<file path="src/rtl/dlp_pkg.sv">
package dlp_pkg;

    typedef enum logic {
        ST_IDLE = 1'b0,
        ST_RESP = 1'b1
    } dlp_state_e;

    // Relation of a request to the previous accepted one.
    // HS_* : same direction, HX_* : direction changed.
    typedef enum logic [2:0] {
        HC_FIRST      = 3'd0,
        HS_ROW_HIT    = 3'd1,
        HS_ROW_MISS   = 3'd2,
        HS_OTHER_BANK = 3'd3,
        HX_ROW_HIT    = 3'd4,
        HX_ROW_MISS   = 3'd5,
        HX_OTHER_BANK = 3'd6
    } hit_class_e;

endpackage

</file>
<file path="src/rtl/dlp_addr_map.sv">
module dlp_addr_map #(
    parameter int ADDR_W  = 16,
    parameter int ROW_LG  = 6,
    parameter int BANK_LG = 12,
    parameter int NB_LG   = 2,
    parameter int ROW_W   = ADDR_W - ROW_LG
) (
    input  logic [ADDR_W-1:0] addr,
    input  logic              interleave,
    output logic [NB_LG-1:0]  bank,
    output logic [ROW_W-1:0]  row
);
    localparam logic [ADDR_W-1:0] OFF_MASK = ADDR_W'((64'd1 << BANK_LG) - 64'd1);

    logic [ADDR_W-1:0] in_bank_off;
    logic [ADDR_W-1:0] block;
    logic [NB_LG-1:0]  lin_bank, il_bank;
    logic [ROW_W-1:0]  lin_row, il_row;

    always_comb begin
        in_bank_off = addr & OFF_MASK;
        lin_bank    = NB_LG'(addr >> BANK_LG);
        lin_row     = ROW_W'(in_bank_off >> ROW_LG);
        block       = addr >> ROW_LG;
        il_bank     = NB_LG'(block);
        il_row      = ROW_W'(block >> NB_LG);
        bank        = interleave ? il_bank : lin_bank;
        row         = interleave ? il_row  : lin_row;
    end

endmodule

</file>
<file path="src/rtl/dlp_overlap.sv">
module dlp_overlap #(
    parameter int TIME_W = 32,
    parameter int LAT_W  = 8
) (
    input  logic [TIME_W-1:0] busy_until,
    input  logic [TIME_W-1:0] now,
    input  logic              pipe_en,
    input  logic              below_one,
    input  logic [2:0]        shift,
    output logic [LAT_W-1:0]  ov_cpu
);
    localparam int EXT_W = TIME_W + 8;
    localparam logic [EXT_W-1:0] LAT_MAX = EXT_W'((64'd1 << LAT_W) - 64'd1);

    logic [TIME_W-1:0] raw;
    logic [EXT_W-1:0]  ext;
    logic [EXT_W-1:0]  conv;

    always_comb begin
        raw    = (pipe_en && (busy_until > now)) ? (busy_until - now) : '0;
        ext    = EXT_W'(raw);
        conv   = below_one ? (ext << shift) : (ext >> shift);
        ov_cpu = (conv > LAT_MAX) ? '1 : LAT_W'(conv);
    end

endmodule

</file>
<file path="src/rtl/dlp_lat_select.sv">
module dlp_lat_select
    import dlp_pkg::*;
#(
    parameter int TW    = 4,
    parameter int LAT_W = 8
) (
    input  hit_class_e        cls,
    input  logic              is_write,
    input  logic [LAT_W-1:0]  ov,
    input  logic [TW-1:0]     t_cas,
    input  logic [TW-1:0]     t_pre,
    input  logic [TW-1:0]     t_act,
    input  logic [TW-1:0]     t_dpl,
    input  logic [TW-1:0]     t_war,
    output logic [LAT_W-1:0]  lat
);
    logic [LAT_W-1:0] c, p, a, d, w;
    logic [LAT_W-1:0] pa, pac, ac;
    logic             ov_any;

    always_comb begin
        c      = LAT_W'(t_cas);
        p      = LAT_W'(t_pre);
        a      = LAT_W'(t_act);
        d      = LAT_W'(t_dpl);
        w      = LAT_W'(t_war);
        pa     = p + a;
        pac    = pa + c;
        ac     = a + c;
        ov_any = (ov != '0);
        lat    = '0;
        unique case (cls)
            HC_FIRST:      lat = is_write ? pa : pac;
            HS_ROW_HIT: begin
                if (is_write)     lat = '0;
                else if (ov >= c) lat = '0;
                else if (ov_any)  lat = c - ov;
                else              lat = c;
            end
            HS_ROW_MISS: begin
                if (is_write)     lat = pa + d - 1'b1;
                else if (ov >= p) lat = ac;
                else if (ov_any)  lat = pac - ov;
                else              lat = pac;
            end
            HS_OTHER_BANK: lat = ov_any ? '0 : (is_write ? pa : pac);
            HX_ROW_HIT:    lat = is_write ? (w - 1'b1) : c;
            HX_ROW_MISS:   lat = is_write ? pa : (pac + d - 1'b1);
            HX_OTHER_BANK: begin
                if (ov_any) lat = is_write ? (w - 1'b1) : c;
                else        lat = is_write ? pa : pac;
            end
            default:       lat = '0;
        endcase
    end

endmodule

</file>
<file path="src/rtl/dlp_counters.sv">
module dlp_counters #(
    parameter int TIME_W  = 32,
    parameter int CNT_W   = 32,
    parameter int BURST_W = 7
) (
    input  logic               clk,
    input  logic               rst,
    input  logic               upd,
    input  logic               is_write,
    input  logic [BURST_W-1:0] burst,
    input  logic               idle_en,
    input  logic [TIME_W-1:0]  idle_add,
    output logic [CNT_W-1:0]   idle_cnt,
    output logic [CNT_W-1:0]   rd_cnt,
    output logic [CNT_W-1:0]   wr_cnt,
    output logic [CNT_W-1:0]   acc_cnt
);
    always_ff @(posedge clk) begin
        if (rst) begin
            idle_cnt <= '0;
            rd_cnt   <= '0;
            wr_cnt   <= '0;
            acc_cnt  <= '0;
        end else if (upd) begin
            acc_cnt <= acc_cnt + 1'b1;
            if (idle_en) idle_cnt <= idle_cnt + CNT_W'(idle_add);
            if (is_write) wr_cnt <= wr_cnt + CNT_W'(burst);
            else          rd_cnt <= rd_cnt + CNT_W'(burst);
        end
    end

endmodule

</file>
<file path="src/rtl/dram_lat_predictor.sv">
module dram_lat_predictor
    import dlp_pkg::*;
#(
    parameter int ADDR_W     = 16,
    parameter int SIZE_W     = 8,
    parameter int BUS_LG     = 2,
    parameter int ROW_LG     = 6,
    parameter int BANK_LG    = 12,
    parameter int NB_LG      = 2,
    parameter int TW         = 4,
    parameter int LAT_W      = 8,
    parameter int TIME_W     = 32,
    parameter int CNT_W      = 32,
    parameter int BURST_W    = SIZE_W - BUS_LG + 1
) (
    input  logic               clk,
    input  logic               rst,
    input  logic               req_valid,
    output logic               req_ready,
    input  logic [ADDR_W-1:0]  req_addr,
    input  logic [SIZE_W-1:0]  req_size,
    input  logic               req_write,
    input  logic               cfg_interleave,
    input  logic               cfg_pipe_en,
    input  logic               cfg_ratio_below_one,
    input  logic [2:0]         cfg_ratio_shift,
    input  logic [TW-1:0]      cfg_t_cas,
    input  logic [TW-1:0]      cfg_t_pre,
    input  logic [TW-1:0]      cfg_t_act,
    input  logic [TW-1:0]      cfg_t_dpl,
    input  logic [TW-1:0]      cfg_t_war,
    output logic               resp_valid,
    output logic [LAT_W-1:0]   resp_latency,
    output logic [BURST_W-1:0] resp_burst,
    output logic               resp_err,
    output logic [TIME_W-1:0]  now_tick,
    output logic [CNT_W-1:0]   idle_cycles,
    output logic [CNT_W-1:0]   read_cycles,
    output logic [CNT_W-1:0]   write_cycles,
    output logic [CNT_W-1:0]   access_count
);
    localparam int NUM_BANKS = 1 << NB_LG;
    localparam int ROW_W     = ADDR_W - ROW_LG;
    localparam int SUM_W     = SIZE_W + 1;
    localparam int BUS_BYTES = 1 << BUS_LG;

    dlp_state_e state_q, state_d;

    logic               accept, size_ok, upd;
    logic [SUM_W-1:0]   size_round;
    logic [BURST_W-1:0] burst;
    logic [NB_LG-1:0]   bank;
    logic [ROW_W-1:0]   row;
    logic [TIME_W-1:0]  busy_q [NUM_BANKS];
    logic [TIME_W-1:0]  busy_sel;
    logic [LAT_W-1:0]   ov_cpu, lat;
    hit_class_e         cls;

    logic               hist_q, last_wr_q;
    logic [NB_LG-1:0]   last_bank_q;
    logic [ROW_W-1:0]   last_row_q;
    logic [TIME_W-1:0]  last_time_q;

    logic               was_idle;
    logic [TIME_W-1:0]  gap_busy, gap_last, idle_add;

    // ---------------- request acceptance ----------------
    assign req_ready  = ~rst;
    assign accept     = req_valid & req_ready;
    assign size_ok    = (req_size != '0);
    assign upd        = accept & size_ok;
    assign size_round = SUM_W'(req_size) + SUM_W'(BUS_BYTES - 1);
    assign burst      = BURST_W'(size_round >> BUS_LG);

    // ---------------- tick counter ----------------
    always_ff @(posedge clk) begin
        if (rst) now_tick <= '0;
        else     now_tick <= now_tick + 1'b1;
    end

    // ---------------- address map ----------------
    dlp_addr_map #(
        .ADDR_W(ADDR_W), .ROW_LG(ROW_LG), .BANK_LG(BANK_LG),
        .NB_LG(NB_LG), .ROW_W(ROW_W)
    ) u_map (
        .addr(req_addr), .interleave(cfg_interleave), .bank(bank), .row(row)
    );

    // ---------------- per-bank busy windows ----------------
    always_ff @(posedge clk) begin
        for (int b = 0; b < NUM_BANKS; b++) begin
            if (rst)
                busy_q[b] <= '0;
            else if (upd && (bank == NB_LG'(b)))
                busy_q[b] <= now_tick + TIME_W'(lat);
        end
    end

    assign busy_sel = busy_q[bank];

    dlp_overlap #(.TIME_W(TIME_W), .LAT_W(LAT_W)) u_ov (
        .busy_until(busy_sel), .now(now_tick), .pipe_en(cfg_pipe_en),
        .below_one(cfg_ratio_below_one), .shift(cfg_ratio_shift), .ov_cpu(ov_cpu)
    );

    // ---------------- classification ----------------
    always_comb begin
        if (!hist_q)
            cls = HC_FIRST;
        else if (req_write == last_wr_q) begin
            if (bank != last_bank_q)     cls = HS_OTHER_BANK;
            else if (row != last_row_q)  cls = HS_ROW_MISS;
            else                         cls = HS_ROW_HIT;
        end else begin
            if (bank != last_bank_q)     cls = HX_OTHER_BANK;
            else if (row != last_row_q)  cls = HX_ROW_MISS;
            else                         cls = HX_ROW_HIT;
        end
    end

    dlp_lat_select #(.TW(TW), .LAT_W(LAT_W)) u_sel (
        .cls(cls), .is_write(req_write), .ov(ov_cpu),
        .t_cas(cfg_t_cas), .t_pre(cfg_t_pre), .t_act(cfg_t_act),
        .t_dpl(cfg_t_dpl), .t_war(cfg_t_war), .lat(lat)
    );

    // ---------------- history ----------------
    always_ff @(posedge clk) begin
        if (rst) begin
            hist_q      <= 1'b0;
            last_wr_q   <= 1'b0;
            last_bank_q <= '0;
            last_row_q  <= '0;
            last_time_q <= '0;
        end else if (upd) begin
            hist_q      <= 1'b1;
            last_wr_q   <= req_write;
            last_bank_q <= bank;
            last_row_q  <= row;
            last_time_q <= now_tick;
        end
    end

    // ---------------- idle accounting ----------------
    always_comb begin
        was_idle = (now_tick > busy_sel);
        gap_busy = now_tick - busy_sel;
        gap_last = now_tick - last_time_q;
        idle_add = (gap_busy < gap_last) ? gap_busy : gap_last;
    end

    dlp_counters #(.TIME_W(TIME_W), .CNT_W(CNT_W), .BURST_W(BURST_W)) u_cnt (
        .clk(clk), .rst(rst), .upd(upd), .is_write(req_write), .burst(burst),
        .idle_en(was_idle), .idle_add(idle_add),
        .idle_cnt(idle_cycles), .rd_cnt(read_cycles),
        .wr_cnt(write_cycles), .acc_cnt(access_count)
    );

    // ---------------- response state machine ----------------
    always_ff @(posedge clk) begin
        if (rst) state_q <= ST_IDLE;
        else     state_q <= state_d;
    end

    always_comb begin
        state_d = state_q;
        unique case (state_q)
            ST_IDLE: state_d = accept ? ST_RESP : ST_IDLE;
            ST_RESP: state_d = accept ? ST_RESP : ST_IDLE;
            default: state_d = ST_IDLE;
        endcase
    end

    always_ff @(posedge clk) begin
        if (rst) begin
            resp_latency <= '0;
            resp_burst   <= '0;
            resp_err     <= 1'b0;
        end else if (accept) begin
            resp_latency <= size_ok ? lat : '0;
            resp_burst   <= size_ok ? burst : '0;
            resp_err     <= ~size_ok;
        end
    end

    assign resp_valid = (state_q == ST_RESP);

endmodule

</file>
<file path="config.mk">
export PLATFORM = sky130hd
export DESIGN_NAME = dram_lat_predictor
export DESIGN_NICKNAME = d
export VERILOG_FILES = /design/src/rtl/dlp_pkg.sv /design/src/rtl/dlp_addr_map.sv /design/src/rtl/dlp_overlap.sv /design/src/rtl/dlp_lat_select.sv /design/src/rtl/dlp_counters.sv /design/src/rtl/dram_lat_predictor.sv
export SDC_FILE = /design/constraint.sdc
export NUM_CORES = 1
export LEC_CHECK = 0
export BUFFER_PORTS_ARGS = -buffer_cell sky130_fd_sc_hd__buf_2
export CAP_MARGIN = 20
export CELL_PAD_IN_SITES_DETAIL_PLACEMENT = 0
export CELL_PAD_IN_SITES_GLOBAL_PLACEMENT = 1
export CORE_AREA = 4 4 255 257
export DETAILED_ROUTE_END_ITERATION = 8
export DIE_AREA = 0 0 259 261
export PLACE_DENSITY = 0.83
export SYNTH_ARGS = -nofsm -noshare
export SYNTH_HDL_FRONTEND = slang
export SYNTH_SLANG_ARGS = --single-unit
</file>
<file path="constraint.sdc">
create_clock -name clk -period 10.25 [get_ports clk]
set_input_delay 1.025 -clock clk [delete_from_list [all_inputs] [get_ports clk]]
set_output_delay 1.025 -clock clk [all_outputs]
set_load 0.01 [all_outputs]
</file>
==> impl_metrics.ini <==
[cells_and_area]
ff_latch_area_um2 = 8268
areaGrowthSynthToFinish_pct = 24.60
nNetsFinal = 3908
drive_gt1_share_pct = 22.39
n_antenna_cell = 0
multi_input_area_um2 = 16800
fill_cells = 5922

[sta]
final_hold_viol_count = 0
period_minus_slack_ns = 10.04
fin_setup_tns_ns = 0
setup_ws_ns = 0.2067
clock_skew_ns = 0.03099
drv_slew = 0
setup_violations = 0
hold_slack_ns = 0.4638
max_slew_margin_pct = 29.41
max_freq_mhz = 99.57
max_slew.worst_pin.slew_ns = 1.059
post-route-period-util_pct = 97.98

[synth]
yosys_warnings = 0
yosys.area.top_type = dfxtp_1
ys_seq_elements = 349
syn_area_um2 = 26080
synth_top_area_share_pct = 16.97
syn_area_per_cell_um2 = 8.474
syn_inst = 3077
seq_area_frac_synth_pct = 31.71
ys_top_cells_by_area = dfxtp_1 (17%), edfxtp_1 (15%), ha_1 (11%), nor2_1 (5.9%), xnor2_1 (5.1%)
synth-main-ff-cell = dfxtp_1
synth_edf_count = 128
ys_types = 95
syn-num-nets = 3374
async_flop_share_pct = 0

[critical_path]
critical_path_class = primary input to register
end_kind = register
start_kind = primary input
rrSetupSlack_ns = 0.95
cpPeakStageDelay_ns = 0.59
crit_slowest_cell = or4_4
cp.required_ns = 10.54
cp_max_fo = 7
critPathArrivalTime_ns = 10.34

[cts]
numCtsBuffers = 42
cts_tree = built
root_buffer = clkbuf_16
cts-hold-fix-buffers = 0
htreeDepth = 2
cts_max_path_buffers = 3
cts.sinks = 349
worstSkewPairLatency_ns = 0.59
cts.reportedPaths.clkPinSlew_ns = 0.06

[drt]
detail-route-antenna-nets = 0
post_drt_wl_per_cell_um = 17.49
num_vias = 24140
remaining_drc_errors = 0
drt_wl_total_um = 78540
drtPass1Iterations = 5
via_per_inst = 5.375
drt-initial-drc-count = 1575

[global_route]
grt_use_total_pct = 22.28
grt_start_max_net_pins = 85
grt.overflow.total = 0
grt_pass1_vias = 23090
antenna_found_initial = 1
grt_pass1_wl_um = 122800

[floorplanning]
die_h_um = 261
rows = 92
pin_count = 232
dieWidth_um = 259
start_util_pct = 41.56
die-area_um2 = 67600
core-area_um2 = 62740

[power]
vdd_drop_max_v = 0.0001139
pwr_density_cell_nw_per_um2 = 152.8
power.leakage_nw = 14.20

[placement]
post-place-ws_ns = -0.6129
port_buffers = 225
gp_congestion = 0.9694
dp.final_hpwl_um = 60110

[run_status]
status = finished, final reports clean

[worst_hold_path]
hp-class = register to register

[job]
drv_cap = 0
[cells in the mapped netlist, types with 81 or more instances]
library cell / count
a21o_1: 94
a21oi_1: 200
clkbuf_1: 109
dfxtp_1: 221
edfxtp_1: 128
ha_1: 229
inv_1: 204
nand2_1: 256
nand3_1: 81
nor2_1: 410
o21ai_0: 162
xnor2_1: 151
xor2_1: 120
[stage by stage]
step | instance area, um2 | cells | power, W | utilization, %
after global routing | 32490 | 4491 | 0.005266 | 51.79
after detailed placement | 30780 | 4398 | 0.003472 | 49.07
after floorplan | 26110 | 3077 | 0.002733 | -
final | 32490 | 4491 | 0.004965 | 51.79
after CTS | 32140 | 4478 | 0.004955 | 51.23
after global placement | 30780 | 4398 | 0.003450 | 49.07
[power by group]
| part | switching [W] | internal, W | leakage, nW |
|---|---|---|---|
| clock | 0.000628 | 0.000824 | 0.640 |
| combinational | 0.00108 | 0.000932 | 10.4 |
| sequential | 0.0000207 | 0.00148 | 3.12 |
[routing by layer]
metal | vias up | global-route usage (%) | part of all wire [%]
li1 | 12020 | - | -
met1 | 11350 | 29.95 | 45
met2 | 652 | 37.44 | 46
met3 | 116 | 3.568 | 6.0
met4 | 0 | 6.162 | 3.0
met5 | - | 0 | 0
[cell usage in the layout (no fill, tap or decap), drive strengths merged, types with 15 or more instances in the layout]
master | Yosys | final
a211oi | 23 | 23
a21o | 94 | 94
a21oi | 201 | 201
a31oi | 15 | 15
and2 | 20 | 20
and3 | 33 | 33
and4 | 15 | 15
buf | 27 | 626
clkbuf | 109 | 49
clkinv | 2 | 23
dfxtp | 221 | 221
edfxtp | 128 | 128
ha | 229 | 229
inv | 204 | 205
mux2i | 44 | 44
mux4 | 34 | 34
nand2 | 256 | 256
nand2b | 24 | 24
nand3 | 82 | 82
nand4 | 41 | 41
nor2 | 410 | 410
nor2b | 38 | 38
nor3 | 50 | 50
o211ai | 19 | 19
o21a | 18 | 18
o21ai | 169 | 169
o21bai | 23 | 23
o31ai | 42 | 42
or3 | 32 | 32
xnor2 | 151 | 151
xor2 | 120 | 120
[what timing repair did]
item / 4_1_cts / 5_1_grt
setup buffers: 2 / 13
pin swaps: 0 / 20
resized for setup: 3 / 60
setup endpoints to repair: 22 / 106
[worst paths after layout]
path         depth (start not counted)        endpoint            from
max reg2reg                         41   busy_q[0][21]    busy_q[1][5]
min                                  2  last_time_q[0]  last_time_q[0]
min reg2reg                          2  last_time_q[0]  last_time_q[0]
max                                 45   busy_q[0][21]  cfg_interleave
[cells by family (layout without fill, tap and decap cells)]
family                   count (synthesis)  in the layout  synth area share, %
AND/OR/NAND/NOR                       1040           1040                18.27
multiplexers                            83             83                4.842
flip-flops                             349            349                31.71
AO/OA/AOI/OAI                          749            749                18.96
buffers and inverters                  342            910                5.053
adder cells (fa/ha/maj)                243            243                12.06
XOR/XNOR                               271            271                9.103
[sequential cells by signal, summed over array words and instances (netlist names)]
signal and cells:
hist_q 1, last_wr_q 1, last_time_q 32, last_row_q 8, resp_err 1, u_cnt.wr_cnt 32
u_cnt.rd_cnt 32, now_tick 32, busy_q 128, last_bank_q 2, resp_burst 7, resp_latency 8
u_cnt.acc_cnt 32, u_cnt.idle_cnt 32, resp_valid 1
[worst max-delay path, delay by kind of cell]
kind                     cells  cell delay (ns)
XOR/XNOR                     1             0.45
AO/OA/AOI/OAI               21             3.79
buffers and inverters        7             0.82
multiplexers                 2             0.82
AND/OR/NAND/NOR             10             2.38
adder cells (fa/ha/maj)      4             1.01
[area by class of cell]
class | count | area share, %
clock buffer | 49 | 3.381
clock inverter | 29 | 0.7124
inverter | 206 | 2.380
multi-input combinational | 2386 | 51.70
sequential | 349 | 25.45
tap | 846 | 3.258
timing repair buffer | 626 | 13.12
No activity file was read; power rests on OpenSTA's default activity.
